--- config.mk ---
export PLATFORM = sky130hd
export DESIGN_NAME = i2c_tgt_port
export DESIGN_NICKNAME = d
export VERILOG_FILES = /design/src/rtl/i2c_tgt_pkg.sv /design/src/rtl/i2c_tgt_line_sync.sv /design/src/rtl/i2c_tgt_addr_match.sv /design/src/rtl/i2c_tgt_engine.sv /design/src/rtl/i2c_tgt_port.sv
export SDC_FILE = /design/constraint.sdc
export NUM_CORES = 1
export LEC_CHECK = 0
export ABC_AREA = 1
export BUFFER_PORTS_ARGS = -buffer_cell sky130_fd_sc_hd__buf_2
export CORE_ASPECT_RATIO = 1.5
export CORE_MARGIN = 3
export CORE_UTILIZATION = 41
export CTS_CLUSTER_SIZE = 30
export DETAILED_ROUTE_END_ITERATION = 8
export PLACE_DENSITY = 0.68
export RECOVER_POWER = 100
export SKIP_LAST_GASP = 1
export SLEW_MARGIN = 20
export SYNTH_ARGS = -nofsm -noshare
export SYNTH_HDL_FRONTEND = slang
export SYNTH_SLANG_ARGS = --single-unit
--- constraint.sdc ---
create_clock -name clk -period 2.1 [get_ports clk]
set_input_delay 0.315 -clock clk [delete_from_list [all_inputs] [get_ports clk]]
set_output_delay 0.315 -clock clk [all_outputs]
set_load 0.01 [all_outputs]
--- src/rtl/i2c_tgt_pkg.sv ---
package i2c_tgt_pkg;
  typedef enum logic [2:0] {
    ST_IDLE,
    ST_ADDR,
    ST_RX,
    ST_ACK,
    ST_LOAD,
    ST_TX,
    ST_MACK,
    ST_SKIP
  } tgt_state_e;
endpackage

--- src/rtl/i2c_tgt_line_sync.sv ---
module i2c_tgt_line_sync #(
  parameter int LINES  = 2,
  parameter int STAGES = 2
) (
  input  logic             clk,
  input  logic             rst_n,
  input  logic [LINES-1:0] line_i,
  output logic [LINES-1:0] lvl_o,
  output logic [LINES-1:0] rise_o,
  output logic [LINES-1:0] fall_o
);
  for (genvar g = 0; g < LINES; g++) begin : g_line
    logic [STAGES-1:0] chain_q;
    logic              last_q;

    always_ff @(posedge clk or negedge rst_n) begin
      if (!rst_n) begin
        chain_q <= '1;
        last_q  <= 1'b1;
      end else begin
        chain_q <= {chain_q[STAGES-2:0], line_i[g]};
        last_q  <= chain_q[STAGES-1];
      end
    end

    assign lvl_o[g]  = chain_q[STAGES-1];
    assign rise_o[g] = chain_q[STAGES-1] & ~last_q;
    assign fall_o[g] = ~chain_q[STAGES-1] & last_q;
  end
endmodule

--- src/rtl/i2c_tgt_addr_match.sv ---
module i2c_tgt_addr_match #(
  parameter int PROG_W = 4
) (
  input  logic [7:0]        rx_byte,
  input  logic [PROG_W-1:0] prog_bits,
  input  logic              strap_bit,
  output logic              own_hit,
  output logic              gcall_hit
);
  localparam int FIXED_W = 7 - PROG_W - 1;

  logic [6:0] own_addr;

  assign own_addr  = {{FIXED_W{1'b1}}, prog_bits, strap_bit};
  assign own_hit   = (rx_byte[7:1] == own_addr);
  assign gcall_hit = (rx_byte[7:1] == 7'd0);
endmodule

--- src/rtl/i2c_tgt_engine.sv ---
module i2c_tgt_engine
  import i2c_tgt_pkg::*;
#(
  parameter int AW        = 8,
  parameter int MAX_BYTES = 8
) (
  input  logic          clk,
  input  logic          rst_n,
  input  logic          scl_lvl,
  input  logic          scl_rise,
  input  logic          scl_fall,
  input  logic          sda_lvl,
  input  logic          sda_rise,
  input  logic          sda_fall,
  input  logic          own_hit,
  input  logic          gcall_hit,
  output logic [7:0]    rx_byte,
  output logic          sda_oe,
  output logic          scl_oe,
  output logic [AW-1:0] reg_addr,
  output logic [7:0]    reg_wdata,
  output logic          reg_we,
  output logic          reg_re,
  input  logic [7:0]    reg_rdata,
  input  logic          reg_rvalid
);
  localparam int CW = $clog2(MAX_BYTES + 1);
  localparam logic [CW-1:0] CAP = CW'(MAX_BYTES);

  tgt_state_e    state_q, state_d;
  logic [3:0]    bit_q, bit_d;
  logic [7:0]    shr_q, shr_d;
  logic [CW-1:0] cnt_q, cnt_d;
  logic [AW-1:0] ptr_q, ptr_d;
  logic          ptr_ok_q, ptr_ok_d;
  logic          gc_q, gc_d;
  logic          rd_q, rd_d;
  logic          mack_q, mack_d;
  logic          sda_q, sda_d;
  logic          we_q, we_d;
  logic [7:0]    wdat_q, wdat_d;
  logic          sclh_q, sclh_d;
  logic          start_ev, stop_ev;

  assign start_ev = sda_fall & scl_lvl;
  assign stop_ev  = sda_rise & scl_lvl;

  always_comb begin
    state_d  = state_q;
    bit_d    = bit_q;
    shr_d    = shr_q;
    cnt_d    = cnt_q;
    ptr_d    = ptr_q;
    ptr_ok_d = ptr_ok_q;
    gc_d     = gc_q;
    rd_d     = rd_q;
    mack_d   = mack_q;
    sda_d    = sda_q;
    wdat_d   = wdat_q;
    we_d     = 1'b0;
    if (we_q) ptr_d = ptr_q + 1'b1;

    if (start_ev) begin
      state_d  = ST_ADDR;
      bit_d    = 4'd0;
      cnt_d    = '0;
      ptr_ok_d = 1'b0;
      gc_d     = 1'b0;
      rd_d     = 1'b0;
      sda_d    = 1'b0;
    end else if (stop_ev) begin
      state_d = ST_IDLE;
      sda_d   = 1'b0;
    end else begin
      unique case (state_q)
        ST_ADDR, ST_RX: begin
          if (scl_rise && (bit_q < 4'd8)) begin
            shr_d = {shr_q[6:0], sda_lvl};
            bit_d = bit_q + 4'd1;
          end else if (scl_fall && (bit_q == 4'd8)) begin
            if (state_q == ST_ADDR) begin
              if (own_hit || (gcall_hit && !shr_q[0])) begin
                sda_d   = 1'b1;
                rd_d    = shr_q[0];
                gc_d    = gcall_hit;
                state_d = ST_ACK;
              end else begin
                state_d = ST_SKIP;
              end
            end else if (cnt_q == CAP) begin
              state_d = ST_SKIP;
            end else begin
              cnt_d   = cnt_q + 1'b1;
              sda_d   = 1'b1;
              state_d = ST_ACK;
              if (!gc_q) begin
                if (!ptr_ok_q) begin
                  ptr_d    = AW'(shr_q);
                  ptr_ok_d = 1'b1;
                end else begin
                  we_d   = 1'b1;
                  wdat_d = shr_q;
                end
              end
            end
          end
        end
        ST_ACK: begin
          if (scl_fall) begin
            sda_d   = 1'b0;
            bit_d   = 4'd0;
            state_d = rd_q ? ST_LOAD : ST_RX;
          end
        end
        ST_LOAD: begin
          if (reg_rvalid) begin
            shr_d   = reg_rdata;
            sda_d   = ~reg_rdata[7];
            ptr_d   = ptr_q + 1'b1;
            cnt_d   = cnt_q + 1'b1;
            bit_d   = 4'd0;
            state_d = ST_TX;
          end
        end
        ST_TX: begin
          if (scl_fall) begin
            if (bit_q == 4'd7) begin
              sda_d   = 1'b0;
              state_d = ST_MACK;
            end else begin
              shr_d = {shr_q[6:0], 1'b0};
              sda_d = ~shr_q[6];
              bit_d = bit_q + 4'd1;
            end
          end
        end
        ST_MACK: begin
          if (scl_rise) begin
            mack_d = sda_lvl;
          end else if (scl_fall) begin
            state_d = (!mack_q && (cnt_q < CAP)) ? ST_LOAD : ST_SKIP;
          end
        end
        default: ;
      endcase
    end

    sclh_d = (state_d == ST_LOAD) || (state_q == ST_LOAD);
  end

  always_ff @(posedge clk or negedge rst_n) begin
    if (!rst_n) begin
      state_q  <= ST_IDLE;
      bit_q    <= 4'd0;
      shr_q    <= 8'd0;
      cnt_q    <= '0;
      ptr_q    <= '0;
      ptr_ok_q <= 1'b0;
      gc_q     <= 1'b0;
      rd_q     <= 1'b0;
      mack_q   <= 1'b1;
      sda_q    <= 1'b0;
      we_q     <= 1'b0;
      wdat_q   <= 8'd0;
      sclh_q   <= 1'b0;
    end else begin
      state_q  <= state_d;
      bit_q    <= bit_d;
      shr_q    <= shr_d;
      cnt_q    <= cnt_d;
      ptr_q    <= ptr_d;
      ptr_ok_q <= ptr_ok_d;
      gc_q     <= gc_d;
      rd_q     <= rd_d;
      mack_q   <= mack_d;
      sda_q    <= sda_d;
      we_q     <= we_d;
      wdat_q   <= wdat_d;
      sclh_q   <= sclh_d;
    end
  end

  assign rx_byte   = shr_q;
  assign sda_oe    = sda_q;
  assign scl_oe    = sclh_q;
  assign reg_addr  = ptr_q;
  assign reg_wdata = wdat_q;
  assign reg_we    = we_q;
  assign reg_re    = (state_q == ST_LOAD);

  AST_SDA_ONLY_SCL_LOW: assert property (@(posedge clk) disable iff (!rst_n)
    !$stable(sda_q) |-> !$past(scl_lvl)) else $error("sda moved while scl high");
  AST_START_REARMS: assert property (@(posedge clk) disable iff (!rst_n)
    start_ev |=> (state_q == ST_ADDR) && (bit_q == 4'd0)) else $error("start did not rearm");
  AST_WE_SINGLE: assert property (@(posedge clk) disable iff (!rst_n)
    reg_we |=> !reg_we) else $error("write strobe longer than one cycle");
  AST_BYTE_CAP: assert property (@(posedge clk) disable iff (!rst_n)
    cnt_q <= CAP) else $error("byte count above cap");
  AST_STRETCH_RELEASE: assert property (@(posedge clk) disable iff (!rst_n)
    $fell(sclh_q) |-> $past(reg_re && reg_rvalid, 2)) else $error("scl released early");
  AST_NACK_STOPS_READ: assert property (@(posedge clk) disable iff (!rst_n)
    (state_q == ST_MACK && scl_fall && mack_q) |=> !reg_re) else $error("read after nack");
  AST_SKIP_SILENT: assert property (@(posedge clk) disable iff (!rst_n)
    (state_q == ST_SKIP) |-> (!sda_q && !we_q && !reg_re)) else $error("skip state active");
endmodule

--- src/rtl/i2c_tgt_port.sv ---
module i2c_tgt_port #(
  parameter int AW        = 8,
  parameter int PROG_W    = 4,
  parameter int MAX_BYTES = 8,
  parameter int SYNC_DEPTH = 2
) (
  input  logic              clk,
  input  logic              rst_n,
  input  logic              scl_i,
  input  logic              sda_i,
  output logic              scl_oe,
  output logic              sda_oe,
  input  logic [PROG_W-1:0] addr_prog,
  input  logic              addr_strap,
  output logic [AW-1:0]     reg_addr,
  output logic [7:0]        reg_wdata,
  output logic              reg_we,
  output logic              reg_re,
  input  logic [7:0]        reg_rdata,
  input  logic              reg_rvalid
);
  logic       rst_meta_q, rst_sync_q;
  logic [1:0] lvl, rise, fall;
  logic [7:0] rx_byte;
  logic       own_hit, gcall_hit;

  always_ff @(posedge clk or negedge rst_n) begin
    if (!rst_n) begin
      rst_meta_q <= 1'b0;
      rst_sync_q <= 1'b0;
    end else begin
      rst_meta_q <= 1'b1;
      rst_sync_q <= rst_meta_q;
    end
  end

  i2c_tgt_line_sync #(.LINES(2), .STAGES(SYNC_DEPTH)) u_sync (
    .clk    (clk),
    .rst_n  (rst_sync_q),
    .line_i ({sda_i, scl_i}),
    .lvl_o  (lvl),
    .rise_o (rise),
    .fall_o (fall)
  );

  i2c_tgt_addr_match #(.PROG_W(PROG_W)) u_match (
    .rx_byte   (rx_byte),
    .prog_bits (addr_prog),
    .strap_bit (addr_strap),
    .own_hit   (own_hit),
    .gcall_hit (gcall_hit)
  );

  i2c_tgt_engine #(.AW(AW), .MAX_BYTES(MAX_BYTES)) u_engine (
    .clk        (clk),
    .rst_n      (rst_sync_q),
    .scl_lvl    (lvl[0]),
    .scl_rise   (rise[0]),
    .scl_fall   (fall[0]),
    .sda_lvl    (lvl[1]),
    .sda_rise   (rise[1]),
    .sda_fall   (fall[1]),
    .own_hit    (own_hit),
    .gcall_hit  (gcall_hit),
    .rx_byte    (rx_byte),
    .sda_oe     (sda_oe),
    .scl_oe     (scl_oe),
    .reg_addr   (reg_addr),
    .reg_wdata  (reg_wdata),
    .reg_we     (reg_we),
    .reg_re     (reg_re),
    .reg_rdata  (reg_rdata),
    .reg_rvalid (reg_rvalid)
  );
endmodule

# Yosys cells after proc, flatten, opt, wreduce, memory -nomap -nowiden
# Index checks and enable logic that the tools add are counted.
# op_classes
add_sub_neg	3
magnitude_cmp	2
n_eq_ne	36
mux	91
bitwise	18
reduce_logical	26
# op_table
op	count
2-to-1 mux 8 bit	14
2-to-1 mux 4 bit	14
2-to-1 mux 1 bit	42
2-to-1 mux 3 bit	14
AND reduction 7 bit	4
case mux 8 bit (3 select lines)	1
!= test 4 x 1 -> 1 bit (second input constant)	4
case mux 4 bit (4 select lines)	1
case mux 8 bit (2 select lines)	1
!= test 3 x 1 -> 1 bit (second input constant)	5
case mux 3 bit (5 select lines)	1
!= test 2 x 1 -> 1 bit (second input constant)	7
== test 3 bit (second input constant)	4
!= test 3 x 2 -> 1 bit (second input constant)	4
NOT 1 bit	12
AND reduction 9 bit	1
adder 4 x 1 -> 4 bit (second input constant)	2
adder 8 x 1 -> 8 bit (second input constant)	1
== test 4 bit (second input constant)	2
< comparator 4 bit (second input constant)	2
case mux 4 bit (2 select lines)	1
AND reduction 8 bit	1
nonzero test 2 bit	4
== test 7 bit	1
20 further kinds	33
# word_totals
regBits	50
inputBits	18
out_inout_bits	20
elab_cells	195

# Longest topological paths before layout
# Gate-level depths: netlist (run 1).
# logic_depth
ltp_word	12
mapped_depth	14
depth_no_buf	13

# Hierarchy
# A second synthesis (run 1) with hierarchy kept.
# unflattened
hier_cells	445
area_unflattened_um2	3204.3
# by_module_without_submodules
mod	n_inst	cells_each	area_per_inst_um2	seq_area_each_um2
i2c_tgt_engine	1	397	2830.2	1052.3
i2c_tgt_line_sync	1	16	202.7	157.7
i2c_tgt_addr_match	1	29	117.6	0.0
i2c_tgt_port	1	3	53.8	50.0

# Least setup slack after synthesis (run 1)
# OpenSTA, ideal clock, no wires.
# synth_path
path_kind	flip-flop to flip-flop
from	reg u_engine.bit_q[0]
to	reg u_engine.wdat_q[5], in the netlist u_engine.reg_wdata[5]
setup_time_ns	0.120
t_arrival_ns	1.510
path_slack_ns	0.471
stages_incl_launch_ff	11
n_path_buf	1
cell_sequence	dfrtp_1 > inv_1 > ha_1 > nand2_2 > nor3_4 > nand2_2 > nor3_4 > inv_2 > buf_6 > nand2_2 > o21ai_2
# synth_between
elab_chain_cells	4
elab_cells_between_ends	6
# synth_rtl
item	line_no	text
start, declared	i2c_tgt_engine.sv:31	logic [3:0] bit_q, bit_d;
start signal, assigned	i2c_tgt_engine.sv:168	bit_q <= bit_d;
< comparator 4 bit	i2c_tgt_engine.sv:77	if (scl_rise && (bit_q < 4'd8)) begin
logical AND 1 bit	i2c_tgt_engine.sv:77	
NOT 1 bit (no source line)	-	
AND reduction 9 bit (no source line) (*)	-	
end signal, assigned	i2c_tgt_engine.sv:178	wdat_q <= wdat_d;
end, declared	i2c_tgt_engine.sv:41	logic [7:0] wdat_q, wdat_d;
# Mark *: on every way between the ends. The rest lies on a longest branch, timed or not.
# A chain may end at the register's enable or synchronous reset.

# Worst setup path after layout (run 1)
# layout_path
from	reg u_engine.state_q[2]
to	reg u_engine.rd_q
# layout_between
elab_chain_cells	4
elab_cells_between_ends	6
# layout_rtl
item	line_no	text
start, declared	i2c_tgt_engine.sv:30	tgt_state_e state_q, state_d;
start signal, assigned	i2c_tgt_engine.sv:167	state_q <= state_d;
== test 3 x 2 -> 1 bit / == test 3 x 1 -> 1 bit (equally long branches)	i2c_tgt_engine.sv:75, i2c_tgt_engine.sv:81	
OR reduction 2 bit	i2c_tgt_engine.sv:75	unique case (state_q)
nonzero test 2 bit (no source line)	-	
AND reduction 6 bit (no source line) (*)	-	
end signal, assigned	i2c_tgt_engine.sv:174	rd_q <= rd_d;
end, declared	i2c_tgt_engine.sv:37	logic rd_q, rd_d;
# Marks and branches as above.

==> results of run 1 <==
[logic make-up (layout without fill, tap and decap cells)]
group,Yosys count,after routing,share of synthesized area (%)
AOI/OAI and AO/OA,72,72,14.5
xor gates and xnor gates,9,9,2.54
adders and majority gates,5,5,2.02
buffers and inverters,63,110,8.51
DFF,50,50,40.6
other,1,1,0.121
and+or+nand+nor,218,218,31.7
[worst max-delay path, cell delays in order, from the launching register on]
cell	delay, ns
dfrtp_1	0.48
inv_1	0.16
o21ai_2	0.09
nor2_1	0.09
clkbuf_2	0.18
clkbuf_2	0.27
a21oi_1	0.14
nor2_1	0.16
nor2_1	0.08
nand2_1	0.07
o21ai_0	0.09
[power breakdown]
group          switching (mW)  internal [mW]  total (mW)
clock network           0.343          0.508       0.851
registers               0.255           1.23        1.49
logic                    1.45          0.695        2.14
total                    2.04           2.43        4.48
[area by class of cell]
type | count | share of cell area (%)
timing repair buffer | 46 | 6.33
tap | 100 | 3.56
multi-input combinational | 305 | 44.0
clock buffer | 6 | 2.35
sequential | 50 | 35.9
inverter | 56 | 6.15
clock inverter | 2 | 1.71
[per-stage QoR]
step                hold slack (ns)  area, um2
finish                       0.0845       3520
global route                 0.0689       3520
CTS                          0.0733       3550
detailed placement            0.103       3390
global placement              0.100       3390
floorplan                    0.0194       3100
[cells in the mapped netlist (7+ instances only)]
cell type and count:
nand2_2 7, a21oi_1 11, o21ai_1 8, dfrtp_1 43
o21ai_2 10, inv_2 7, nand2_1 121, dfstp_2 7
nor2_1 44, o21ai_0 31, xor2_1 8, nand3_1 22
inv_1 48
[final timing paths]
check	start	end	slack, ns
setup / recovery	u_engine.state_q[2]	u_engine.rd_q	0.16
hold / removal	sda_i	u_sync.g_line[1].chain_q[0]	0.08
setup reg to reg	u_engine.state_q[2]	u_engine.rd_q	0.16
hold reg to reg	rst_meta_q	rst_sync_q	0.36
max in group asynchronous	rst_sync_q	u_engine.bit_q[0]	0.79
min in group asynchronous	rst_n	rst_meta_q	0.30
[metal layers]
layer	routed length, um	up-vias	track usage [%]
met3	238	14	2.81
met4	182	0	7.36
met2	4360	62	36.3
met5	0	-	0
li1	-	1408	-
met1	3070	1347	19.9
[sequential cells by signal, summed over array words and instances (netlist names), 2 cells and up]
signal / cells
u_sync.g_line.last_q: 2
u_engine.bit_q: 4
u_engine.cnt_q: 4
u_engine.state_q: 3
u_engine.reg_wdata: 8
u_engine.reg_addr: 8
u_sync.g_line.chain_q: 4
u_engine.rx_byte: 8
[what timing repair did]
| item | 4_1_cts | 5_1_grt |
|---|---|---|
| endpoints found under the hold margin | 2 | 0 |
| hold buffers | 1 | 0 |
| gates resized for setup | 1 | 0 |
| setup endpoints to repair | 1 | 2 |
| pin swaps | 0 | 1 |
| buffers inserted | 0 | 4 |
==> results.yml, run 1 <==
clock_network:
  insertion_delay_ns: 0.32
  clock_path_buffers: 2
  cts_num_sinks: 50
  cts_tree: "done"
  cts_made_buffers: 5
  htreeDepth: 2
  worst_setup_hold_path_clk_slew_ns: 0.09
  clockRootBuffer: "clkbuf_8"
worst_setup_path:
  critPathLaunchType: "flop"
  cp-end-kind: "flop"
  critPathKind: "flop to flop"
  ff2ff_path_depth: 10
  worstPathArrival_ns: 2.13
  critical_path.max_fanout: 9
  worstPathRequired_ns: 2.29
synthesis:
  syn-num-nets: 441
  synthTopCellsByArea: "dfrtp_1 35%, nand2_1 15%, dfstp_2 5.9%"
  synthCells: 418
  synth_area_um2: 3100
  synth_seq_cells: 50
  yosys_warnings: 0
  synth_flop_cell: "dfrtp_1"
  avgSynthCellArea_um2: 7.42
  async_flop_share_pct: 100
  synth_seq_area_share_pct: 40.6
  yosysUniqueCellTypes: 38
  synth_top_cell_by_area: "dfrtp_1"
  synth_edf_count: 0
  synth_top_area_share_pct: 34.7
place:
  gp_congestion: 0.952
  placedCellCount: 552
  dp_hpwl_um: 6030
  pre_cts_ws_ns: 0.248
  port_buffers: 37
route:
  drc_errors: 0
  vias: 2831
  post_drt_wl_per_cell_um: 13.9
  drt_iter0_markers: 129
  drt_pass1_iterations: 4
  viasPerCell: 5.01
  wl_um: 7850
  ant_nets: 0
grt:
  track_usage_pct: 18.7
  grt_first_pass_wirelength_um: 12900
  antenna_found_initial: 0
  grt-ovfl-total: 0
  grt_max_degree: 49
  grt_pass1_vias: 2739
timing:
  setup_tns_ns: 0
  max_freq_mhz: 517
  finalCritPeriodShare_pct: 92.2
  worst_slack_ns: 0.164
  slew_headroom_pct: 19.6
  setup_viol_count_final: 0
  min_period_ns: 1.94
  tightest_slew_ns: 1.21
  skew_ns: 0.00420
  rsz0062_at_grt: "false"
  drv_slew: 0
  hold_viol_final: 0
final_layout:
  n_antenna_cell: 0
  multi_input_comb_area_um2: 1550
  seq_area_um2: 1260
  final_cell_mix: "125 x nand2_1, 48 x inv_1, 44 x nor2_1, 42 x dfrtp_1, 37 x o21ai_0"
  post-route-util_pct: 48.3
  final_common_cell: "nand2_1"
  instances_no_fill: 565
  area_growth_pct: 13.3
  fill_cells: 747
  nets: 487
  layout-drive-gt1-share_pct: 16.3
worst_hold_path:
  min_path_cells: 1
  worstHoldPathType: "input port to flop"
floorplan:
  die_x_um: 77.0
  die_area_um2: 8670
  core-area_um2: 7270
  die_h_um: 113
  pin_count: 38
  initial_utilization_pct: 42.7
  num_rows: 38
pwr:
  cellPowerDensity_nw_per_um2: 1270
  ir_worst_vdd_mv: 0.555
  leakage_nw: 1.77
  total_power_mw: 4.48
status:
  outcome: "finished clean"
run:
  drv_cap: 0
Note: power is estimated with default switching activity, not from simulation.
==> inputs of run 2 (changes only) <==
--- a/config.mk
+++ b/config.mk
@@ -9,10 +9,10 @@
 export BUFFER_PORTS_ARGS = -buffer_cell sky130_fd_sc_hd__buf_2
 export CORE_ASPECT_RATIO = 1.5
 export CORE_MARGIN = 3
-export CORE_UTILIZATION = 41
+export CORE_UTILIZATION = 35
 export CTS_CLUSTER_SIZE = 30
 export DETAILED_ROUTE_END_ITERATION = 8
-export PLACE_DENSITY = 0.68
+export PLACE_DENSITY = 0.61
 export RECOVER_POWER = 100
 export SKIP_LAST_GASP = 1
 export SLEW_MARGIN = 20
==> results.yml, run 2 (same netlist as run 1, synthesis figures left out) <==
pwr:
  leakage_nw: 1.77
  p_seq_share_pct: 33.0
  switching_share_pct: 45.9
  switching_power_mw: 2.06
  p_int_mw: 2.43
  p_clk_share_pct: 18.3
  ir_worst_vdd_mv: 0.519
  total_power_mw: 4.49
  cellPowerDensity_nw_per_um2: 1260
  power_frac_comb_pct: 48.7
route:
  dr_wl_met3_um: 287
  ant_nets: 0
  drt_iter0_markers: 137
  viasPerCell: 4.82
  wl_um: 7950
  post_drt_wl_per_cell_um: 13.9
  drt_pass1_iterations: 4
  dr_wl_met2_um: 4240
  drt-met1-wl_um: 3190
  highest_layer: "met4"
  vias: 2769
  drc_errors: 0
clock_network:
  cts_tree: "done"
  htreeDepth: 2
  clock_path_buffers: 2
  cts_num_sinks: 50
  cts_made_buffers: 5
  clockRootBuffer: "clkbuf_16"
  insertion_delay_ns: 0.30
  worst_setup_hold_path_clk_slew_ns: 0.07
timing:
  min_period_ns: 1.92
  skew_ns: 0.00750
  max_freq_mhz: 521
  hold_viol_final: 0
  drv_slew: 0
  tightest_slew_ns: 1.21
  slew_headroom_pct: 19.1
  setup_tns_ns: 0
  finalCritPeriodShare_pct: 91.3
  setup_viol_count_final: 0
  rsz0062_at_grt: "false"
final_layout:
  nets: 489
  final_cell_mix: "123 x nand2_1, 49 x inv_1, 46 x nor2_1, 42 x dfrtp_1, 37 x o21ai_0"
  post-route-util_pct: 41.8
  fill_cells: 906
  final_common_cell: "nand2_1"
  instances_no_fill: 574
  design_area_um2: 3560
  area_growth_pct: 14.6
  layout-drive-gt1-share_pct: 16.1
  n_antenna_cell: 0
floorplan:
  die_area_um2: 10100
  core-area_um2: 8520
  num_rows: 41
  die_x_um: 82.9
  die_h_um: 121
  pin_count: 38
  initial_utilization_pct: 36.4
worst_setup_path:
  critical_path.max_fanout: 16
  critPathLaunch: "u_sync.g_line[1].chain_q[1]"
  endpoint: "u_engine.rx_byte[3]"
  cp-end-kind: "flop"
  worstPathRequired_ns: 2.33
  reg2reg_slack_ns: 0.18
  rr_startpoint: "u_sync.g_line[1].chain_q[1]"
  r2r_end: "u_engine.rx_byte[3]"
  critPathKind: "flop to flop"
  ff2ff_path_depth: 8
  critPathLaunchType: "flop"
  worstPathArrival_ns: 2.15
place:
  dp_hpwl_um: 6010
  placed_cell_area_um2: 3430
  placedCellCount: 560
  port_buffers: 37
  gp_congestion: 0.924
grt:
  track_usage_pct: 16.6
  grt-ovfl-total: 0
  grt_pass1_vias: 2761
  grt_max_degree: 49
  antenna_found_initial: 0
  grt_first_pass_wirelength_um: 13300
run:
  drv_cap: 0
worst_hold_path:
  worstHoldPathType: "input port to flop"
status:
  outcome: "finished clean"
## run 2: cell types whose count changed in the layout (fill, tap and decap cells not counted), moves of 2 or more
cell and change:
buf_4 +3, clkbuf_16 +5, nor2_1 +2, bufinv_16 -2, clkbuf_2 -2, clkbuf_8 -6
nand2_1 -2
## run 2: power groups by stage
stage	clock [mW]	sequential [mW]	combinational (mW)
3_5_place_dp	0	1.50	2.20
4_1_cts	0.844	1.48	2.21
3_3_place_gp	0	1.49	2.17
6_report	0.823	1.48	2.19
5_1_grt	0.886	1.53	2.52
2_1_floorplan	0	1.47	1.61
## run 2: worst min-delay path by stage
stage | start | endpoint | slack (ns) | cells after the start
2_1_floorplan | rst_n | rst_meta_q | 0.02 | 0
3_3_place_gp | rst_n | rst_meta_q | 0.10 | 1
3_5_place_dp | rst_n | rst_meta_q | 0.10 | 1
4_1_cts | sda_i | u_sync.g_line[1].chain_q[0] | 0.10 | 1
5_1_grt | scl_i | u_sync.g_line[0].chain_q[0] | 0.10 | 1
6_report | sda_i | u_sync.g_line[1].chain_q[0] | 0.11 | 1
## run 2: worst max-delay path, stage by stage (launching register included)
cell	delay, ns
dfstp_1	0.61
inv_2	0.10
nor3_4	0.29
inv_1	0.21
nand2_4	0.14
nor2_1	0.07
o211ai_4	0.21
nor2_1	0.08
a21oi_1	0.13
## run 2: timing repair
action	4_1_cts	5_1_grt
hold buffers	1	0
endpoints found under the setup margin	0	1
setup buffers	0	5
endpoints found under the hold margin	2	0
resized for setup	0	1
## run 2: layer usage
| layer | GRT usage, % | vias up |
|---|---|---|
| met4 | 7.46 | 0 |
| met3 | 3.26 | 13 |
| met2 | 30.8 | 59 |
| met5 | 0 | - |
| li1 | - | 1420 |
| met1 | 17.9 | 1277 |
## run 2: layout make-up
class                   instances  area, um2  share of cell area, %
repair buffers                 48        254                   7.14
well taps                     107        134                   3.76
clock buffers                   5        125                   3.52
clock inverters                 3       21.3                  0.598
flip-flops and latches         50       1260                   35.5
inverters                      56        216                   6.09
multi-input cells             305       1550                   43.4
## run 2: per-stage QoR
stage	setup WS (ns)	hold WS (ns)
after detailed placement	0.224	0.102
after global placement	0.276	0.100
after floorplan	0.471	0.0194
after CTS	0.0285	0.105
final	0.182	0.110
after global routing	0.0386	0.103
